### src/rtl/sfir_pkg.sv
package sfir_pkg;

    typedef enum logic [1:0] {
        ST_IDLE = 2'd0,
        ST_FILL = 2'd1,
        ST_RUN  = 2'd2,
        ST_DONE = 2'd3
    } sfir_state_e;

    // Accumulator width needed for K exact signed W x W products.
    function automatic int sfir_acc_width(input int w, input int k);
        return 2 * w + $clog2(k);
    endfunction

endpackage

### src/rtl/sfir_ctrl.sv
module sfir_ctrl
    import sfir_pkg::*;
#(
    parameter int N = 4,
    parameter int K = 3
) (
    input  logic clk,
    input  logic rst_n,
    input  logic start,
    input  logic samp_vld,
    input  logic coef_vld,
    output logic clr,
    output logic shift_en,
    output logic acc_en,
    output logic done,
    output logic busy
);

    localparam int FW = (N > 1) ? $clog2(N) : 1;
    localparam int SW = (K > 1) ? $clog2(K) : 1;
    localparam logic [FW-1:0] FILL_LAST = FW'((N > 1) ? N - 2 : 0);
    localparam logic [SW-1:0] STEP_LAST = SW'(K - 1);

    sfir_state_e state_q, state_d;
    logic [FW-1:0] fill_cnt;
    logic [SW-1:0] step_cnt;
    logic          fill_beat, step_beat;

    // State register
    always_ff @(posedge clk or negedge rst_n) begin
        if (!rst_n) state_q <= ST_IDLE;
        else        state_q <= state_d;
    end

    // Transitions: launch, primed, finish, retire
    always_comb begin
        state_d = state_q;
        unique case (state_q)
            ST_IDLE: if (start) state_d = (N > 1) ? ST_FILL : ST_RUN;
            ST_FILL: if (samp_vld && fill_cnt == FILL_LAST) state_d = ST_RUN;
            ST_RUN:  if (samp_vld && coef_vld && step_cnt == STEP_LAST) state_d = ST_DONE;
            ST_DONE: state_d = ST_IDLE;
        endcase
    end

    // Outputs
    always_comb begin
        clr       = 1'b0;
        fill_beat = 1'b0;
        step_beat = 1'b0;
        done      = 1'b0;
        busy      = 1'b0;
        unique case (state_q)
            ST_IDLE: clr = start;
            ST_FILL: begin
                busy      = 1'b1;
                fill_beat = samp_vld;
            end
            ST_RUN: begin
                busy      = 1'b1;
                step_beat = samp_vld && coef_vld;
            end
            ST_DONE: done = 1'b1;
        endcase
        shift_en = fill_beat || step_beat;
        acc_en   = step_beat;
    end

    // Beat counters
    always_ff @(posedge clk or negedge rst_n) begin
        if (!rst_n) begin
            fill_cnt <= '0;
            step_cnt <= '0;
        end else if (clr) begin
            fill_cnt <= '0;
            step_cnt <= '0;
        end else begin
            if (fill_beat) fill_cnt <= fill_cnt + 1'b1;
            if (step_beat) step_cnt <= step_cnt + 1'b1;
        end
    end

    // completion pulse is a single cycle
    a_r7_done_single: assert property (@(posedge clk) disable iff (!rst_n)
        done |=> !done);

    // completion only follows a compute phase
    a_r7_done_after_run: assert property (@(posedge clk) disable iff (!rst_n)
        $rose(done) |-> $past(state_q == ST_RUN));

    // every accumulate also moves the sample row
    a_r4_step_shifts: assert property (@(posedge clk) disable iff (!rst_n)
        acc_en |-> shift_en);

    // a busy array never clears
    a_r10_no_clear_busy: assert property (@(posedge clk) disable iff (!rst_n)
        busy |-> !clr);

    // nothing is accumulated while filling
    a_r3_fill_no_acc: assert property (@(posedge clk) disable iff (!rst_n)
        (state_q == ST_FILL) |-> !acc_en);

endmodule

### src/rtl/sfir_pe.sv
module sfir_pe #(
    parameter int W  = 8,
    parameter int AW = 18
) (
    input  logic                 clk,
    input  logic                 rst_n,
    input  logic                 clr,
    input  logic                 shift_en,
    input  logic                 acc_en,
    input  logic signed [W-1:0]  coef,
    input  logic signed [W-1:0]  smp_in,
    output logic signed [W-1:0]  smp_out,
    output logic signed [AW-1:0] acc_out
);

    logic signed [W-1:0]   s_q;
    logic signed [AW-1:0]  acc_q;
    logic signed [2*W-1:0] prod;

    // The multiply uses the sample arriving on this beat (retimed chain).
    assign prod = coef * smp_in;

    always_ff @(posedge clk or negedge rst_n) begin
        if (!rst_n) begin
            s_q   <= '0;
            acc_q <= '0;
        end else if (clr) begin
            s_q   <= '0;
            acc_q <= '0;
        end else begin
            if (shift_en) s_q   <= smp_in;
            if (acc_en)   acc_q <= acc_q + AW'(prod);
        end
    end

    assign smp_out = s_q;
    assign acc_out = acc_q;

    // a stalled cycle keeps the sample register
    a_r6_sample_hold: assert property (@(posedge clk) disable iff (!rst_n)
        (!shift_en && !clr) |=> $stable(s_q));

    // a stalled cycle keeps the accumulator
    a_r6_acc_hold: assert property (@(posedge clk) disable iff (!rst_n)
        (!acc_en && !clr) |=> $stable(acc_q));

    // launch empties the element
    a_r2_clear: assert property (@(posedge clk) disable iff (!rst_n)
        clr |=> (acc_q == '0 && s_q == '0));

endmodule

### src/rtl/sys_fir_array.sv
module sys_fir_array
    import sfir_pkg::*;
#(
    parameter int N = 4,
    parameter int K = 3,
    parameter int W = 8
) (
    input  logic                              clk,
    input  logic                              rst_n,
    input  logic                              start,
    input  logic                              coef_vld,
    input  logic [W-1:0]                      coef,
    input  logic                              samp_vld,
    input  logic [W-1:0]                      samp,
    output logic                              done,
    output logic [N*(2*W+$clog2(K))-1:0]      results
);

    localparam int AW = sfir_acc_width(W, K);

    logic clr, shift_en, acc_en, busy;
    logic signed [W-1:0]  link  [0:N];
    logic signed [AW-1:0] acc_w [0:N-1];

    sfir_ctrl #(.N(N), .K(K)) u_ctrl (
        .clk      (clk),
        .rst_n    (rst_n),
        .start    (start),
        .samp_vld (samp_vld),
        .coef_vld (coef_vld),
        .clr      (clr),
        .shift_en (shift_en),
        .acc_en   (acc_en),
        .done     (done),
        .busy     (busy)
    );

    assign link[N] = samp;

    for (genvar i = 0; i < N; i++) begin : g_pe
        sfir_pe #(.W(W), .AW(AW)) u_pe (
            .clk      (clk),
            .rst_n    (rst_n),
            .clr      (clr),
            .shift_en (shift_en),
            .acc_en   (acc_en),
            .coef     (coef),
            .smp_in   (link[i+1]),
            .smp_out  (link[i]),
            .acc_out  (acc_w[i])
        );
        assign results[i*AW +: AW] = acc_w[i];
    end

    // the row end receives its upstream neighbour's sample on a shift
    a_r3_chain_shift: assert property (@(posedge clk) disable iff (!rst_n)
        (shift_en && !clr) |=> (link[0] == $past(link[1])));

    // results are frozen outside an active job
    a_r8_results_held: assert property (@(posedge clk) disable iff (!rst_n)
        (!busy && !start) |=> $stable(results));

endmodule

### config.mk
export PLATFORM = sky130hd
export DESIGN_NAME = sys_fir_array
export DESIGN_NICKNAME = d
export VERILOG_FILES = /design/src/rtl/sfir_pkg.sv /design/src/rtl/sfir_ctrl.sv /design/src/rtl/sfir_pe.sv /design/src/rtl/sys_fir_array.sv
export SDC_FILE = /design/constraint.sdc
export NUM_CORES = 1
export LEC_CHECK = 0
export BUFFER_PORTS_ARGS = -buffer_cell sky130_fd_sc_hd__buf_2
export CORE_UTILIZATION = 45
export CTS_CLUSTER_DIAMETER = 150
export DETAILED_ROUTE_END_ITERATION = 6
export PLACE_DENSITY = 0.64
export SYNTH_ARGS = -nofsm -noshare
export SYNTH_HDL_FRONTEND = slang
export SYNTH_SLANG_ARGS = --single-unit
### constraint.sdc
create_clock -name clk -period 10.7 [get_ports clk]
set_input_delay 0.535 -clock clk [delete_from_list [all_inputs] [get_ports clk]]
set_output_delay 0.535 -clock clk [all_outputs]
set_load 0.01 [all_outputs]
After elaboration in Yosys (flattened, before gate mapping)
Index checks and enable logic that the tools add are counted.
{"block": "op_classes", "addsub": 6, "multipliers": 4, "eq_ne": 8, "muxes": 26, "n_reduce_logical": 9}
{"cell": "$mux 18", "count": 8}
{"cell": "$add 18x16->18", "count": 4}
{"cell": "$mul 8x8->16", "count": 4}
{"cell": "$mux 8", "count": 6}
{"cell": "$mux 2", "count": 7}
{"cell": "$eq 2x2->1 const B", "count": 4}
{"cell": "$pmux 2 s4", "count": 1}
{"cell": "$reduce_bool 2->1", "count": 3}
{"cell": "$add 2x1->2 const B", "count": 2}
{"cell": "$mux 1", "count": 4}
{"cell": "$ne 2x1->1 const B", "count": 2}
{"cell": "$logic_and 1x1->1", "count": 3}
{"cell": "$reduce_and 3->1", "count": 1}
{"cell": "$eq 2x1->1 const B", "count": 1}
{"cell": "$logic_not 2->1", "count": 1}
{"cell": "$ne 2x2->1 const B", "count": 1}
{"cell": "$logic_or 1x1->1", "count": 1}
{"block": "word_totals", "regBits": 102, "inputBits": 21, "out_inout_bits": 73, "elab_cells": 63}

Depth between registers and ports, before layout
{"block": "logic_depth", "depth_word": 5, "ltp_mapped": 19, "depth_no_buf": 18}

Modules after synthesis
From an unflattened synthesis, not the netlist that was laid out.
{"block": "unflattened", "hier_cells": 1756, "hier_area_um2": 17491.8}
{"module": "sfir_pe at g_pe[1].u_pe ...", "instances": 2, "cells_per_inst": 430, "area_per_inst_um2": 4281.6, "seq_area_each_um2": 650.6}
{"module": "sfir_pe at g_pe[3].u_pe", "instances": 1, "cells_per_inst": 430, "area_per_inst_um2": 4277.9, "seq_area_each_um2": 650.6}
{"module": "sfir_pe at g_pe[0].u_pe", "instances": 1, "cells_per_inst": 428, "area_per_inst_um2": 4275.4, "seq_area_each_um2": 650.6}
{"module": "sfir_ctrl", "instances": 1, "cells_per_inst": 38, "area_per_inst_um2": 375.4, "seq_area_each_um2": 150.1}

Least setup slack after synthesis
Ideal clock, no wire load.
{"block": "synth_timing", "kind": "in2reg", "from": "in coef[7]", "to": "reg g_pe[1].u_pe.acc_q[16]", "t_arrival_ns": 5.220, "path_slack_ns": 5.398, "stages": 16, "n_path_buf": 1, "cell_sequence": "clkbuf_1 -> and2_1 -> inv_1 -> fa_1 -> inv_1 -> fa_1 -> fa_1 -> fa_1 -> fa_1 -> ha_1 -> o21ai_0 -> a21oi_2 -> o211ai_1 -> a21bo_2 -> or3_1 -> a31oi_1"}
{"block": "synth_between", "elab_chain_len": 4}
{"element": "start, declared", "line": "sys_fir_array.sv:12", "text": "input logic [W-1:0] coef,"}
{"element": "$mul 8x8->16", "line": "sfir_pe.sv:21", "text": "assign prod = coef * smp_in;"}
{"element": "$add 18x16->18", "line": "sfir_pe.sv:32", "text": "if (acc_en) acc_q <= acc_q + AW'(prod);"}
{"element": "$mux 18", "line": "sfir_pe.sv:32"}
{"element": "$mux 18", "line": "sfir_pe.sv:27", "text": "end else if (clr) begin"}
{"element": "end signal, assigned", "line": "sfir_pe.sv:32"}
{"element": "end, declared", "line": "sfir_pe.sv:17", "text": "logic signed [AW-1:0] acc_q;"}
Every way passes these cells. The select of a mux whose other input is x is not followed.
A chain may end at the register's enable or synchronous reset.

Worst setup path after layout
{"block": "layout_timing", "from": "in coef[7]", "to": "reg g_pe[2].u_pe.acc_q[17]"}
{"block": "layout_between", "elab_chain_len": 4}
{"element": "$mul 8x8->16", "line": "sfir_pe.sv:21"}
{"element": "$add 18x16->18", "line": "sfir_pe.sv:32"}
{"element": "$mux 18", "line": "sfir_pe.sv:32"}
{"element": "$mux 18", "line": "sfir_pe.sv:27"}
{"element": "end signal, assigned", "line": "sfir_pe.sv:32"}
{"element": "end, declared", "line": "sfir_pe.sv:17"}
Every way passes these cells. The select of a mux whose other input is x is not followed.

==> summary.md <==
| Metric | Value |
|---|---|
| Status | `finished clean` |
| Reg clk slew, reported paths | `about 90 ps` |
| Initial DRC Count | `565` |
| Top-count cell post-synth | `inv_1` |
| Worst Path Required | `10950 ps` |
| Met1 track demand over resource | `31.54%` |
| Top Usage Layer GRT | `met2` |
| Hold_buf cts | `0` |
| Cells after synthesis | `1851` |
| Die H | `197.7 um` |
| Cell taking the most area after synthesis | `fa_1` |
| Routed vias | `12279` |
| GR Util met2 | `35.50%` |
| Number of placed I/O pins | `94` |
| Largest net degree at the start of global routing | `72` |
| Number of global-route vias before repair | `13298` |
| Final WL | `39100 um` |
| RSZ-0062 raised after global routing | `no` |
| DRC | `0` |
| Total CTS buffers | `9` |
| Final Util | `between 40 and 50%` |
| Setup Fix Bufs, Post-CTS | `0` |
| CP Capture Type | `register` |
| WS Path Type | `input pin to register` |
| Tot GR Track Use | `between 20% and 30%` |
| Core Area | `37670 sq um` |
| Routed len/inst | `~16 um` |
| P&R area growth vs syn | `7.065%` |
| Worst Skew | `~16 ps` |
| Total global routing overflow | `0` |
| Drt pass-1 iters | `5` |
| GP Congestion | `0.8593` |
| Sequential area share after synthesis | `14.81%` |
| Asr flop ratio synth | `100.0%` |
| Fillers | `3604` |
| CTS H-tree depth | `3` |
| Clock sinks | `102` |
| Synth Area per Inst | `roughly 9.3 sq um` |
| YS warnings | `0` |
| Worst Setup Start Kind | `input pin` |
| Max-cap violation count | `0` |
| Initial antenna violation count | `4` |
| Placement Rows | `71` |
| Routed Antenna Nets | `0` |
| Area contributors post-synth | `fa_1 37%, dfrtp_1 15%, ha_1 13%` |
| Total Die Area | `39080 sq um` |
| DIE WIDTH | `197.7 um` |
| Area used by multi-input combinational logic | `13040 sq um` |
| Final Setup Violations | `0` |
| Crit path time final | `5739 ps` |
| Leading cell types by count after synthesis | `363 x inv_1, 320 x fa_1, 244 x nand2_1, 175 x ha_1, 132 x and2_1` |
| Arr. time, crit path | `5990 ps` |
| Vias/cell | `a little over 5` |
| Reg-to-Reg Start | `g_pe[3].u_pe.smp_out[0]` |
| Post-synth EDFFs | `0` |
| Root buf cell | `clkbuf_16` |
| CTS max path bufs | `2` |
| Slew Viols, Final | `0` |
| First-pass GRT wire length | `68210 um` |
| Met3 Resource Use GR | `around 3.3%` |
| Critical Path Source | `coef[7]` |
| Synth cell types | `46` |
| Worst-Skew Late Latency | `390 ps` |
| CTS resizes | `0` |
| Reg area | `2552 sq um` |
| CTS tree | `built` |
| Initial Utilization | `between 40% and 50%` |
| Mapped cell area | `around 17000 sq um` |
| Hold Path Class | `input pin to asynchronous set/reset pin` |
| Final hold viol count | `0` |
| Ys flop type | `dfrtp_1` |
| Nets | `2403` |
| Fmax achieved | `between 150 and 200 MHz` |
| Worst slew margin | `37.35%` |
| Synth Register Bits | `102` |
| Final HPWL DP | `a little over 30000 um` |
| Sum Neg Setup Slack | `0 ps` |
| Share of cells above drive strength 1 | `under 10%` |
| Tightest Pin Transition | `roughly 940 ps` |
| IO buf count | `between 90 and 100` |
| CP max FO | `32` |
| Synth top area share | `a little under two fifths` |
| Syn nets | `between 2000 and 2500` |
| Final period util | `53.64%` |
[critical path, cell delays in order]
cell     delay, ps
buf_2          510
and2_1         690
inv_1          130
fa_1           510
inv_1           50
fa_1           480
fa_1           570
fa_1           440
fa_1           450
ha_1           330
o21ai_0        160
o21ai_0        410
nand4_1        150
o31a_1         330
mux2i_1        130
o21ai_0         90
[logic make-up (layout without fill, tap and decap cells)]
kind of cell               Yosys count  in the layout  synth area share, %
xor gates and xnor gates            58             58                3.028
DFF                                102            102                14.81
and+or+nand+nor                    513            513                14.10
adders and majority gates          495            495                49.88
buffers and inverters              440            481                9.591
AOI/OAI and AO/OA                  239            239                8.335
other                                0              2                    0
muxes                                4              4               0.2541
[state kept, by name (all words and copies together), names as in the netlist]
| register | count |
|---|---|
| u_ctrl.step_cnt | 2 |
| g_pe.u_pe.smp_out | 24 |
| u_ctrl.fill_cnt | 2 |
| u_ctrl.state_q | 2 |
| g_pe.u_pe.acc_out | 72 |
[worst paths after layout]
check	to	slack, ps	depth (start not counted)
max	g_pe[2].u_pe.acc_out[17]	4960	16
min	g_pe[3].u_pe.acc_out[2]	90	1
max reg2reg	g_pe[2].u_pe.acc_out[17]	5100	15
min reg2reg	u_ctrl.step_cnt[1]	520	2
max in group asynchronous	g_pe[0].u_pe.acc_out[14]	9280	2
min in group clk	g_pe[3].u_pe.smp_out[2]	490	3
[cell usage in the layout, fill, tap and decap left out, drive strengths merged, types with 3 or more instances in the layout]
master  synthesis  routed
xor2            8       8
o21bai          7       7
nand2         244     244
a22oi           4       4
nand3          15      15
and3            8       8
o21ai          70      70
o21a            8       8
nand2b          9       9
or3             3       3
fa            320     320
o31a            4       4
ha            175     175
inv           363     366
buf             5     101
dfrtp         102     102
nor2b          22      22
nor4b           3       3
a31oi           4       4
clkinv          1       3
o31ai           9       9
nor3           17      17
o41ai           3       3
nor2           56      56
xnor2          49      49
a211oi         17      17
mux2            3       3
clkbuf         71       9
and2          132     132
a21o           15      15
a21oi          89      89
[layout make-up]
cell class / count / share of cell area (%)
multi-input cells: 1309 / 70.69
well taps: 511 / 3.465
inverters: 364 / 7.405
clock inverters: 7 / 0.4950
flip-flops and latches: 102 / 13.83
diodes: 2 / 0.02713
repair buffers: 101 / 2.862
clock buffers: 9 / 1.221
[routing by layer]
| metal | vias up | part of all wire (%) | wire, um |
|---|---|---|---|
| li1 | 5750 | - | - |
| met1 | 6248 | 48 | 18760 |
| met2 | 246 | 47 | 18230 |
| met3 | 33 | 4.2 | 1659 |
| met4 | 2 | 1.1 | 448 |
| met5 | - | 0.028 | 11 |
[metrics by stage]
stage | std cells | cell area [sq um] | worst slack [ps] | hold WS (ps)
floorplan | 1851 | 17230 | 5398 | 239.4
global placement | 2387 | 18130 | 4743 | 497.2
detailed placement | 2387 | 18130 | 4619 | 513.2
CTS | 2403 | 18450 | 5024 | 104.1
global route | 2405 | 18450 | 4599 | 129.4
finish | 2405 | 18450 | 4961 | 93.97
Power is not shown: default switching activity piles up to over one toggle a cycle in this logic, so the estimate is an artifact.
